<file path="src/rtl/rsw_pkg.sv">
package rsw_pkg;
  typedef enum logic [1:0] {
    POL_OLDEST = 2'd0,
    POL_RR     = 2'd1,
    POL_PRIO   = 2'd2,
    POL_PRR    = 2'd3
  } pol_e;

  typedef enum logic [1:0] {
    OST_IDLE = 2'd0,
    OST_WAIT = 2'd1,
    OST_CONF = 2'd2
  } ost_e;

  localparam logic [1:0] PRI_NONE = 2'b00;
endpackage

</file>
<file path="src/rtl/rsw_age.sv">
module rsw_age #(
  parameter int N     = 5,
  parameter int AGE_W = 4
) (
  input  logic               clk,
  input  logic               rst_n,
  input  logic [N-1:0]       req_i,
  input  logic [N-1:0]       busy_i,
  input  logic [N-1:0]       conf_i,
  output logic [N*AGE_W-1:0] age_o
);
  localparam logic [AGE_W-1:0] AGE_MAX = {AGE_W{1'b1}};

  for (genvar i = 0; i < N; i++) begin : g_cnt
    logic [AGE_W-1:0] age_q, age_d;
    logic             age_en;

    always_comb begin
      age_en = conf_i[i] || (req_i[i] && !busy_i[i] && (age_q != AGE_MAX));
      age_d  = conf_i[i] ? '0 : age_q + AGE_W'(1);
    end

    always_ff @(posedge clk or negedge rst_n) begin
      if (!rst_n)      age_q <= '0;
      else if (age_en) age_q <= age_d;
    end

    assign age_o[i*AGE_W +: AGE_W] = age_q;
  end
endmodule

</file>
<file path="src/rtl/rsw_outport.sv">
module rsw_outport
  import rsw_pkg::*;
#(
  parameter int N      = 5,
  parameter int OUT_ID = 0,
  parameter int AGE_W  = 4,
  parameter int DW     = 3,
  parameter int IW     = 3
) (
  input  logic               clk,
  input  logic               rst_n,
  input  pol_e               pol_i,
  input  logic [N-1:0]       req_i,
  input  logic [2*N-1:0]     pri_i,
  input  logic [N*DW-1:0]    dst_i,
  input  logic [N*AGE_W-1:0] age_i,
  input  logic               space_avail_i,
  output logic               space_req_o,
  output logic               busy_o,
  output logic               conf_o,
  output logic [IW-1:0]      win_o,
  output logic [1:0]         code_o
);
  localparam int KW = (AGE_W > 2) ? AGE_W : 2;

  ost_e          st_q, st_d;
  logic [IW-1:0] win_q, ptr_q, pick, start;
  logic [1:0]    code_q;
  logic [N-1:0]  cand;
  logic [KW-1:0] key [N];
  logic [KW-1:0] best;
  logic          found, win_en, ptr_en;

  always_comb begin
    for (int i = 0; i < N; i++) begin
      cand[i] = req_i[i] && (pri_i[2*i +: 2] != PRI_NONE) &&
                (dst_i[i*DW +: DW] == DW'(OUT_ID));
      unique case (pol_i)
        POL_OLDEST:       key[i] = KW'(age_i[i*AGE_W +: AGE_W]);
        POL_PRIO, POL_PRR: key[i] = KW'(2'd3 - pri_i[2*i +: 2]);
        default:          key[i] = '0;
      endcase
    end
    if ((pol_i == POL_RR) || (pol_i == POL_PRR))
      start = (ptr_q == IW'(N-1)) ? '0 : ptr_q + IW'(1);
    else
      start = '0;
  end

  always_comb begin
    int idx;
    found = 1'b0;
    best  = '0;
    pick  = '0;
    for (int k = 0; k < N; k++) begin
      idx = int'(start) + k;
      if (idx >= N) idx = idx - N;
      if (cand[idx] && (!found || key[idx] > best)) begin
        found = 1'b1;
        best  = key[idx];
        pick  = IW'(idx);
      end
    end
  end

  always_comb begin
    st_d = st_q;
    unique case (st_q)
      OST_IDLE: if (found)         st_d = OST_WAIT;
      OST_WAIT: if (space_avail_i) st_d = OST_CONF;
      default:                     st_d = OST_IDLE;
    endcase
    win_en = (st_q == OST_IDLE) && found;
    ptr_en = (st_q == OST_CONF);
  end

  always_ff @(posedge clk or negedge rst_n) begin
    if (!rst_n) begin
      st_q   <= OST_IDLE;
      win_q  <= '0;
      code_q <= PRI_NONE;
      ptr_q  <= IW'(N-1);
    end else begin
      st_q <= st_d;
      if (win_en) begin
        win_q  <= pick;
        code_q <= pri_i[2*pick +: 2];
      end
      if (ptr_en) ptr_q <= win_q;
    end
  end

  assign busy_o      = (st_q != OST_IDLE);
  assign conf_o      = (st_q == OST_CONF);
  assign space_req_o = (st_q == OST_WAIT);
  assign win_o       = win_q;
  assign code_o      = code_q;

  // a pending space query is held until it is answered
  p_hold_query_r3: assert property (@(posedge clk) disable iff (!rst_n)
    (space_req_o && !space_avail_i) |=> space_req_o);
  // confirm only after an answered query
  p_conf_after_avail_r3: assert property (@(posedge clk) disable iff (!rst_n)
    conf_o |-> $past(space_req_o && space_avail_i));
  // confirm lasts one cycle
  p_conf_pulse_r3: assert property (@(posedge clk) disable iff (!rst_n)
    conf_o |=> !conf_o);
  // winner and code frozen while the handshake runs
  p_win_stable_r9: assert property (@(posedge clk) disable iff (!rst_n)
    (busy_o && !conf_o) |=> ($stable(win_o) && $stable(code_o)));
endmodule

</file>
<file path="src/rtl/rsw_sched.sv">
module rsw_sched
  import rsw_pkg::*;
#(
  parameter int N     = 5,
  parameter int AGE_W = 4,
  parameter int DW    = $clog2(N),
  parameter int IW    = $clog2(N)
) (
  input  logic            clk,
  input  logic            rst_n,
  input  logic [1:0]      mode_i,
  input  logic [N-1:0]    req_i,
  input  logic [2*N-1:0]  pri_i,
  input  logic [N*DW-1:0] dst_i,
  input  logic [N-1:0]    space_avail_i,
  output logic [2*N-1:0]  grant_o,
  output logic [N-1:0]    space_req_o,
  output logic [N-1:0]    confirm_o
);
  pol_e               pol;
  logic [N*AGE_W-1:0] age;
  logic [N-1:0]       out_busy, out_conf, in_busy;
  logic [IW-1:0]      out_win  [N];
  logic [1:0]         out_code [N];
  logic [N-1:0]       hold     [N];

  assign pol = pol_e'(mode_i);

  rsw_age #(.N(N), .AGE_W(AGE_W)) u_age (
    .clk    (clk),
    .rst_n  (rst_n),
    .req_i  (req_i),
    .busy_i (in_busy),
    .conf_i (confirm_o),
    .age_o  (age)
  );

  for (genvar o = 0; o < N; o++) begin : g_out
    rsw_outport #(.N(N), .OUT_ID(o), .AGE_W(AGE_W), .DW(DW), .IW(IW)) u_port (
      .clk           (clk),
      .rst_n         (rst_n),
      .pol_i         (pol),
      .req_i         (req_i),
      .pri_i         (pri_i),
      .dst_i         (dst_i),
      .age_i         (age),
      .space_avail_i (space_avail_i[o]),
      .space_req_o   (space_req_o[o]),
      .busy_o        (out_busy[o]),
      .conf_o        (out_conf[o]),
      .win_o         (out_win[o]),
      .code_o        (out_code[o])
    );
  end

  always_comb begin
    grant_o   = '0;
    confirm_o = '0;
    in_busy   = '0;
    for (int i = 0; i < N; i++) begin
      hold[i] = '0;
      for (int o = 0; o < N; o++) begin
        if (out_busy[o] && (out_win[o] == IW'(i))) begin
          hold[i][o]       = 1'b1;
          in_busy[i]       = 1'b1;
          grant_o[2*i +: 2] = grant_o[2*i +: 2] | out_code[o];
          if (out_conf[o]) confirm_o[i] = 1'b1;
        end
      end
    end
  end

  for (genvar i = 0; i < N; i++) begin : g_chk
    // an input is held by at most one output
    p_one_holder_r4: assert property (@(posedge clk) disable iff (!rst_n)
      $onehot0(hold[i]));
    // a confirm always goes to an input that holds a grant
    p_conf_granted_r3: assert property (@(posedge clk) disable iff (!rst_n)
      confirm_o[i] |-> (grant_o[2*i +: 2] != PRI_NONE));
    // grant released the edge after the confirm
    p_release_r3: assert property (@(posedge clk) disable iff (!rst_n)
      confirm_o[i] |=> (grant_o[2*i +: 2] == PRI_NONE));
  end
endmodule

</file>
<file path="config.mk">
export PLATFORM = sky130hd
export DESIGN_NAME = rsw_sched
export DESIGN_NICKNAME = d
export VERILOG_FILES = /design/src/rtl/rsw_pkg.sv /design/src/rtl/rsw_age.sv /design/src/rtl/rsw_outport.sv /design/src/rtl/rsw_sched.sv
export SDC_FILE = /design/constraint.sdc
export NUM_CORES = 1
export LEC_CHECK = 0
export BUFFER_PORTS_ARGS = -buffer_cell sky130_fd_sc_hd__buf_2
export CORE_MARGIN = 1.5
export CORE_UTILIZATION = 35
export CTS_BUF_LIST = sky130_fd_sc_hd__clkbuf_4
export DETAILED_ROUTE_END_ITERATION = 6
export PLACE_DENSITY = 0.61
export SKIP_LAST_GASP = 1
export SYNTH_ARGS = -nofsm -noshare
export SYNTH_HDL_FRONTEND = slang
export SYNTH_SLANG_ARGS = --single-unit
</file>
<file path="constraint.sdc">
create_clock -name clk -period 12.6 [get_ports clk]
set_input_delay 1.89 -clock clk [delete_from_list [all_inputs] [get_ports clk]]
set_output_delay 1.89 -clock clk [all_outputs]
set_load 0.02 [all_outputs]
</file>
# Word-level counts from Yosys, hierarchy flattened
# Cells that the tools add are included.
# op_classes
add_sub_neg	60
n_lt_le_gt_ge	95
n_eq_ne	73
shift	5
muxes	376
bitwise	45
reduce_logical	173
# ops
operator	n
$ge A32 B4 Y1 const B	45
$lt A32 B5 Y1 const B	25
$mux W32	25
$not A32 Y32	25
$sub A32 B4 Y32 const B	20
$bmux W4 S3	25
$mux W4	75
$mux W1	146
$mux W3	35
$logic_and A1 B1 Y1	90
$gt A4 B4 Y1	20
$bmux W1 S3	25
$mux W2	35
$eq A3 B2 Y1 const B	20
$shiftx A10 B5 Y2	5
$eq A3 B3 Y1 const B	15
$add A3 B2 Y4 const B	10
$or A2 B2 Y2	20
$pmux W4 S2	5
$eq A3 B1 Y1 const B	10
$logic_not A3 Y1	10
$logic_or A1 B1 Y1	26
$logic_not A1 Y1	25
$add A3 B1 Y4 const B	5
other kinds (16)	85
# totals
ff_bits	70
input_bits	39

# Depth between registers and ports, before layout
# Gate-level depths: netlist (run 1).
# logic_depth
ltp_word	28
ltp_mapped	58
ltp_nobuf	55

# Cells and area by module
# From an unflattened synthesis (run 1), not the netlist that was laid out.
# hier_totals
cells_unflattened	2344
area_unflattened_um2	18471.5
# modules_own_cells
mod	n_inst	cells_each	area_each_um2
rsw_outport (g_out[1].u_port ...)	2	409	3245.6
rsw_outport (g_out[4].u_port)	1	459	3454.6
rsw_outport (g_out[0].u_port)	1	443	3316.9
rsw_outport (g_out[3].u_port)	1	416	3259.4
rsw_age	1	105	1156.1
rsw_sched	1	103	793.3

# Least setup slack after synthesis (run 1)
# No wires, ideal clock.
# synth_timing
path_kind	input port to flip-flop
startpoint	in mode_i[0]
endpoint	reg g_out[4].u_port.code_q[1]
setup_time_ns	0.132
arrival_time_ns	11.039
required_ns	12.468
setup_slack_ns	1.429
cell_stages	54
path_buffers	4
path_cell_list	buf_4 > buf_6 > nand2_1 > inv_1 > clkbuf_1 > ha_1 > nor2b_1 > and2_1 > or4_4 > mux2i_1 > mux2i_1 > mux2i_1 > o22ai_1 > inv_1 > ha_1 > and4_1 > a21oi_1 > o21bai_1 > [... 18 more ...] > a41oi_1 > and2_1 > a31oi_1 > nor2_1 > a21o_1 > ha_1 > nor2b_1 > o21ai_0 > nand2b_1 > a21oi_1 > a41o_1 > nor2_1 > a31oi_2 > nor2_1 > a31oi_2 > mux2_1 > nor4b_1 > nor3_1
# synth_via
elab_chain_len	27
# synth_lines
item	line	rtl
start, declared	rsw_sched.sv:11	input logic [1:0] mode_i,
$eq A2 B1 Y1 or $eq A2 B2 Y1 (tied branches)	rsw_outport.sv:44, rsw_outport.sv:38	
$logic_or A1 B1 Y1	rsw_outport.sv:44	if ((pol_i == POL_RR) || (pol_i == POL_PRR))
$mux W3	rsw_outport.sv:44	
$add A3 B1 Y4 (tied with other cells)	rsw_outport.sv:56	idx = int'(start) + k;
$sub A32 B4 Y32 (tied with other cells)	rsw_outport.sv:57	if (idx >= N) idx = idx - N;
$mux W32 or $not A32 Y32 (tied branches)	--	
$not A32 Y32 (not written as such) or $bmux W4 S3 (tied branches)	--	
$bmux W4 S3 or $mux W4 (tied branches)	rsw_outport.sv:58, rsw_outport.sv:60	
[... 11 more ...]	--	
$logic_or A1 B1 Y1	rsw_outport.sv:58	if (cand[idx] && (!found || key[idx] > best)) begin
$logic_and A1 B1 Y1	rsw_outport.sv:58	
$mux W4 or $mux W1 (tied branches)	rsw_outport.sv:58	
$gt A4 B4 Y1 or $logic_not A1 Y1 (tied branches)	rsw_outport.sv:58	
$logic_or A1 B1 Y1	rsw_outport.sv:58	
$logic_and A1 B1 Y1	rsw_outport.sv:58	
$mux W3 or $mux W1 (tied branches)	rsw_outport.sv:58	
$shiftx A10 B5 Y2 or $logic_and A1 B1 Y1 (tied branches)	rsw_outport.sv:87, rsw_outport.sv:73	
end signal, assigned	rsw_outport.sv:87	code_q <= pri_i[2*pick +: 2];
end, declared	rsw_outport.sv:28	logic [1:0] code_q;
# Parallel ways exist; a longest one is shown, timed or not. The select of a mux whose other input is x is not followed.
# A chain may end at the register's enable or synchronous reset.

# Final worst setup path (run 1)
# layout_timing
startpoint	in mode_i[0]
endpoint	reg g_out[2].u_port.code_q[0]
# layout_via
elab_chain_len	27
# layout_lines
item	line
$eq A2 B1 Y1 or $eq A2 B2 Y1 (tied branches)	rsw_outport.sv:44, rsw_outport.sv:38
$logic_or A1 B1 Y1	rsw_outport.sv:44
$mux W3	rsw_outport.sv:44
$add A3 B1 Y4 (tied with other cells)	rsw_outport.sv:56
$sub A32 B4 Y32 (tied with other cells)	rsw_outport.sv:57
$mux W32 or $not A32 Y32 (tied branches)	--
$not A32 Y32 (not written as such) or $bmux W4 S3 (tied branches)	--
$bmux W4 S3 or $mux W4 (tied branches)	--
[... 11 more ...]	--
$logic_or A1 B1 Y1	rsw_outport.sv:58
$logic_and A1 B1 Y1	rsw_outport.sv:58
$mux W4 or $mux W1 (tied branches)	rsw_outport.sv:58
$gt A4 B4 Y1 or $logic_not A1 Y1 (tied branches)	rsw_outport.sv:58
$logic_or A1 B1 Y1	rsw_outport.sv:58
$logic_and A1 B1 Y1	rsw_outport.sv:58
$mux W3 or $mux W1 (tied branches)	rsw_outport.sv:58
$shiftx A10 B5 Y2 or $logic_and A1 B1 Y1 (tied branches)	rsw_outport.sv:87, rsw_outport.sv:73
end signal, assigned	rsw_outport.sv:87
end, declared	rsw_outport.sv:28
# Parallel ways exist; a longest one is shown, timed or not. The select of a mux whose other input is x is not followed.

==> impl_metrics.csv, run 1 <==
group,metric,value,unit
setup_path,timing.rr.end,"g_out[2].u_port.code_o[0]$_DFFE_PN0P_",
setup_path,max_stage_delay,550,ps
floorplanning,io_pins,59,
detailed_routing,drt_wl_total,64.9,mm
floorplanning,core-area,44500,um^2
yosys,syn_area,15900,um^2
timing,finalSetupViolations,0,
finish,drive_gt1_frac,0.157,
timing,slew_viol_final,0,
setup_path,arrival,12250,ps
detailed_routing,drc,0,
floorplanning,die_y,216,um
setup_path,critPathRequiredTime,13000,ps
floorplanning,die_area,46600,um^2
placement,dp.final_hpwl,50.0,mm
clock_tree,cts_tree,"built",
setup_path,startpoint_type,"input port",
timing,hold_ws,587,ps
timing,tightest_slew,1430,ps
timing,relSlewSlack,0.0341,
timing,fmax,0.0844,GHz
detailed_routing,via_count,17700,
floorplanning,die_x,216,um
setup_path,crit_type,"input port to flip-flop",
finish,regArea,1760,um^2
job,drv_cap,0,
worst_hold_path,hold_path.startpoint,"g_out[4].u_port.ptr_q[1]$_DFFE_PN0P_",
setup_path,cp_slowest_cell,"mux4_2",
timing,fin_tns_setup,0,ps
timing,fin_crit_sh,0.940,
grt,grt_max_degree,71,
yosys,synthFlopType,"dfrtp_1",
grt,grt_pass1_vias,16500,
yosys,synth_edf_count,0,
timing,period_needed,11850,ps
clock_tree,worstSkewPairLatency,470,ps
worst_hold_path,holdPathStages,2,
yosys,syn_inst,2092,
yosys,syn_area_per_cell,7.59,um^2
clock_tree,cts_root_buf,"clkbuf_4",
timing,clock_skew,23.4,ps
grt,grt_pass1_wl,98.6,mm
finish,final_cell_mix,"nor2_1 (223), nand2_1 (189), a21oi_1 (151), ha_1 (135), o21ai_0 (127)",
yosys,synth_seq_cells,70,
setup_path,cp_common_cell,"o21ai_0",
floorplanning,start_util,0.357,
yosys,syn_nets,2269,
placement,gp_congestion,1.03,
detailed_routing,ant_nets,0,
worst_hold_path,holdPathEnd,"g_out[4].u_port.ptr_q[1]$_DFFE_PN0P_",
setup_path,startpoint,"mode_i[0]",
setup_path,path_buf_inv,3,
detailed_routing,routedWlPerCell,23.7,um
floorplanning,fp-row-count,77,
finish,final_common_cell,"nor2_1",
clock_tree,cts_setup_buffers,0,
detailed_routing,vias_per_cell,6.46,
detailed_routing,drt_first_pass_iters,5,
outcome,status,"completed",
finish,nets,2309,
setup_path,r2r-start,"g_out[2].u_port.ptr_q[0]$_DFFE_PN0P_",
finish,fill_cells,4678,
clock_tree,numCtsBuffers,9,
worst_hold_path,hp-class,"flip-flop to flip-flop",
grt,overflow,0,
yosys,synth.distinct_cells,134,
timing,hold_violations,0,
yosys,yosysWarnings,0,
setup_path,timing.reg2reg.setup_slack,1750,ps
setup_path,reg2reg_depth,48,
detailed_routing,drt_iter0_markers,1934,
clock_tree,clkSlewWorstSetupHoldPaths,130,ps
clock_tree,h-tree-depth,3,
setup_path,cp_max_fo,21,
clock_tree,clockBufferDepth,2,
grt,antenna_found_initial,4,
finish,multiInputGateArea,13400,um^2
yosys,ys_async_sr_fraction,1.00,
timing,rsz0062_at_grt,"no",
clock_tree,cts.sinks,70,
finish,area_growth,8.36,%
yosys,yosysSeqAreaShare,0.111,
grt,track_usage,0.271,
setup_path,critical_path.top_delay_family,"compound AO/OA/AOI/OAI gates",
setup_path,cp-end-kind,"flip-flop",
placement,io_buffers,58,
[cell type report]
class | instances | share of cell area
Sequential cell | 70 | 0.102
Clock inverter | 5 | 0.00211
Inverter | 96 | 0.0210
Tap cell | 592 | 0.0431
Multi-Input combinational cell | 1823 | 0.777
Timing Repair Buffer | 132 | 0.0501
Clock buffer | 10 | 0.00437
Antenna cell | 4 | 0.000582
[cell usage after synthesis, drive strengths merged (28+ instances only)]
library cell	n	area, um^2
buf	33	208
clkbuf	70	267
and2	28	180
o22ai	40	269
mux4	49	1110
o21ai	162	822
a31oi	32	243
nand2	194	746
inv	95	357
a21oi	153	773
nor2b	49	307
ha	135	1690
nor3	38	200
nand2b	41	257
mux2i	90	928
nor2	227	860
a22oi	32	240
mux2	39	443
dfrtp	65	1630
xnor2	28	253
nand3	54	280
[flip-flops by register name (all words and copies together) (netlist names)]
| name | flops |
|---|---|
| g_out.u_port.win_o | 15 |
| u_age.g_cnt.age_q | 20 |
| g_out.u_port.code_o | 10 |
| g_out.u_port.ptr_q | 15 |
| g_out.u_port.st_q | 10 |
[worst max-delay path by stage]
stage                                            endpoint  slack [ps]  cells after the start
CTS                 g_out[2].u_port.code_o[0]$_DFFE_PN0P_         930                     48
detailed placement  g_out[2].u_port.code_o[0]$_DFFE_PN0P_         470                     48
finish              g_out[2].u_port.code_o[0]$_DFFE_PN0P_         750                     47
floorplan           g_out[4].u_port.code_o[1]$_DFFE_PN0P_        1430                     54
global route        g_out[1].u_port.code_o[1]$_DFFE_PN0P_          60                     54
global placement    g_out[2].u_port.code_o[0]$_DFFE_PN0P_         510                     48
[tightest hold or removal path, cell delays in order (launching register included)]
cell     delay, ps
dfrtp_1        400
inv_1           70
o21ai_0         80
[stage by stage]
stage                util  cell area [um^2]  instances  worst slack (ps)
floorplan               -             15900       2092              1430
CTS                 0.386             17200       2728               934
global route        0.386             17200       2729              59.9
finish              0.386             17200       2732               751
detailed placement  0.384             17100       2713               466
global placement    0.384             17100       2713               512
[layer usage]
layer	part of all wire	track usage	vias to the layer above
met5	0	0	-
met4	0.063	0.148	0
met3	0.10	0.0445	259
met2	0.43	0.422	1041
met1	0.40	0.358	8365
li1	-	-	7995
[logic make-up after synthesis]
| logic type | Yosys count | share of synthesized area |
|---|---|---|
| mux | 178 | 0.156 |
| compound gates | 675 | 0.291 |
| simple gates | 793 | 0.257 |
| buf+inv | 199 | 0.0526 |
| flops | 70 | 0.111 |
| xor+xnor | 39 | 0.0220 |
| fa+ha+maj | 138 | 0.110 |
[timing repair]
| item | 4_1_cts | 5_1_grt |
|---|---|---|
| setup endpoints to repair | 0 | 1 |
| resized for setup | 0 | 1 |
| hold endpoints to repair | 0 | 0 |
| hold buffers | 0 | 0 |
Power of run 1 is left out: the tool's default activity adds up to more than one toggle a clock period on the data nets, which glitch-free logic cannot reach.
==> run 2, diff against run 1 <==
- CORE_UTILIZATION: 35 -> 40
- PLACE_DENSITY: 0.61 -> 0.67
==> run 2 against run 1 <==
  * First-iteration DRC count rose by 2.5%
  * Maximum frequency grew 0.85%
  * Sequential share of layout area about the same
==> impl_metrics.csv, run 2 (synthesis gave the netlist of run 1 again) <==
group,metric,value,unit
outcome,status,"completed",
floorplanning,core-area,38900,um^2
timing,relSlewSlack,0.236,
detailed_routing,drt_wl_total,63.6,mm
finish,area_growth,7.84,%
floorplanning,start_util,0.408,
clock_tree,clockBufferDepth,2,
clock_tree,clkSlewWorstSetupHoldPaths,140,ps
worst_hold_path,hp-class,"flip-flop to flip-flop",
timing,rsz0062_at_grt,"no",
clock_tree,worstSkewPairLatency,460,ps
detailed_routing,drt_iter0_markers,1983,
finish,nets,2305,
detailed_routing,vias_per_cell,6.61,
grt,grt_max_degree,71,
finish,regMostFlops,"u_age.g_cnt.age_q",
floorplanning,io_pins,59,
clock_tree,cts_setup_buffers,0,
setup_path,cp-end-kind,"flip-flop",
finish,final_common_cell,"nor2_1",
setup_path,startpoint_type,"input port",
placement,dp.final_hpwl,48.7,mm
clock_tree,cts_tree,"built",
timing,fin_tns_setup,0,ps
detailed_routing,via_count,17500,
finish,largest_reg_flops,20,
setup_path,cp_slowest_cell,"o21ai_1",
finish,fill_cells,4001,
setup_path,max_stage_delay,570,ps
clock_tree,h-tree-depth,3,
clock_tree,cts_root_buf,"clkbuf_4",
timing,slew_viol_final,0,
grt,overflow,0,
clock_tree,cts.repair.resized,0,
detailed_routing,drt_first_pass_iters,6,
placement,gp_congestion,0.998,
floorplanning,die_x,202,um
timing,fmax,0.0851,GHz
detailed_routing,routedWlPerCell,24.0,um
floorplanning,fp-row-count,72,
timing,clock_skew,31.2,ps
timing,fin_crit_sh,0.933,
timing,period_needed,11750,ps
finish,drive_gt1_frac,0.156,
grt,grt_pass1_wl,96.8,mm
setup_path,cp_max_fo,35,
detailed_routing,ant_nets,0,
grt,track_usage,0.304,
detailed_routing,drc,0,
placement,io_buffers,58,
setup_path,arrival,12100,ps
setup_path,crit_type,"input port to flip-flop",
timing,tightest_slew,1130,ps
clock_tree,numCtsBuffers,9,
grt,antenna_found_initial,2,
timing,finalSetupViolations,0,
setup_path,critPathRequiredTime,12950,ps
floorplanning,die_y,202,um
floorplanning,die_area,40900,um^2
setup_path,path_buf_inv,4,
clock_tree,postCtsHoldBufs,0,
clock_tree,cts.sinks,70,
setup_path,critical_path.top_delay_family,"compound AO/OA/AOI/OAI gates",
finish,final_cell_mix,"nor2_1 (223), nand2_1 (189), a21oi_1 (151), ha_1 (135), o21ai_0 (128)",
timing,hold_violations,0,
finish,final_core_util,0.440,
job,drv_cap,0,
grt,grt_pass1_vias,16400,
[run 2: metrics by stage]
stage          std cells  hold slack [ps]  setup WS (ps)  instance area [um^2]
6_report            2653              590            850                 17100
5_1_grt             2652              622           2.98                 17100
4_1_cts             2651              589            722                 17100
3_5_place_dp        2635              570            315                 17000
3_3_place_gp        2635              552            489                 17000
2_1_floorplan       2092              515           1430                 15900
[run 2: final cells by class]
| class | instances | area, um^2 | area share |
|---|---|---|---|
| antenna | 2 | 5.00 | 0.000292 |
| tap | 518 | 648 | 0.0379 |
| clock inverter | 5 | 58.8 | 0.00344 |
| clock buffer | 11 | 82.6 | 0.00482 |
| multi-input combinational | 1823 | 13300 | 0.780 |
| sequential | 70 | 1760 | 0.103 |
| timing repair buffer | 128 | 858 | 0.0501 |
| inverter | 96 | 360 | 0.0211 |
[run 2: worst paths after layout]
check	depth (start not counted)	slack, ps	start	endpoint
max	51	850	mode_i[0]	g_out[3].u_port.code_o[1]$_DFFE_PN0P_
min	2	590	g_out[1].u_port.st_q[1]$_DFFE_PN0P_	g_out[1].u_port.st_q[0]$_DFFE_PN0P_
max reg2reg	48	1710	g_out[2].u_port.ptr_q[0]$_DFFE_PN0P_	g_out[2].u_port.code_o[0]$_DFFE_PN0P_
min reg2reg	2	590	g_out[1].u_port.st_q[1]$_DFFE_PN0P_	g_out[1].u_port.st_q[0]$_DFFE_PN0P_
max in group asynchronous	1	10390	rst_n	g_out[3].u_port.st_q[0]$_DFFE_PN0P_
min in group asynchronous	1	1560	rst_n	g_out[2].u_port.ptr_q[1]$_DFFE_PN0P_
[run 2: worst register-to-register path: cells and delay by family (launching register included)]
kind	cells	cell delay [ps]
multiplexers	5	1820
AO/OA/AOI/OAI	21	4070
flip-flops	1	410
adder cells (fa/ha/maj)	6	1580
XOR/XNOR	1	410
AND/OR/NAND/NOR	12	1910
buffers and inverters	3	630
[run 2: per-layer routing]
| layer | track usage | routed length (um) | vias up |
|---|---|---|---|
| li1 | - | - | 7986 |
| met1 | 0.392 | 25200 | 8205 |
| met2 | 0.459 | 27000 | 1075 |
| met3 | 0.0627 | 6890 | 281 |
| met4 | 0.199 | 4610 | 2 |
| met5 | 0 | 13 | - |
Power of run 2 is left out for the same reason.
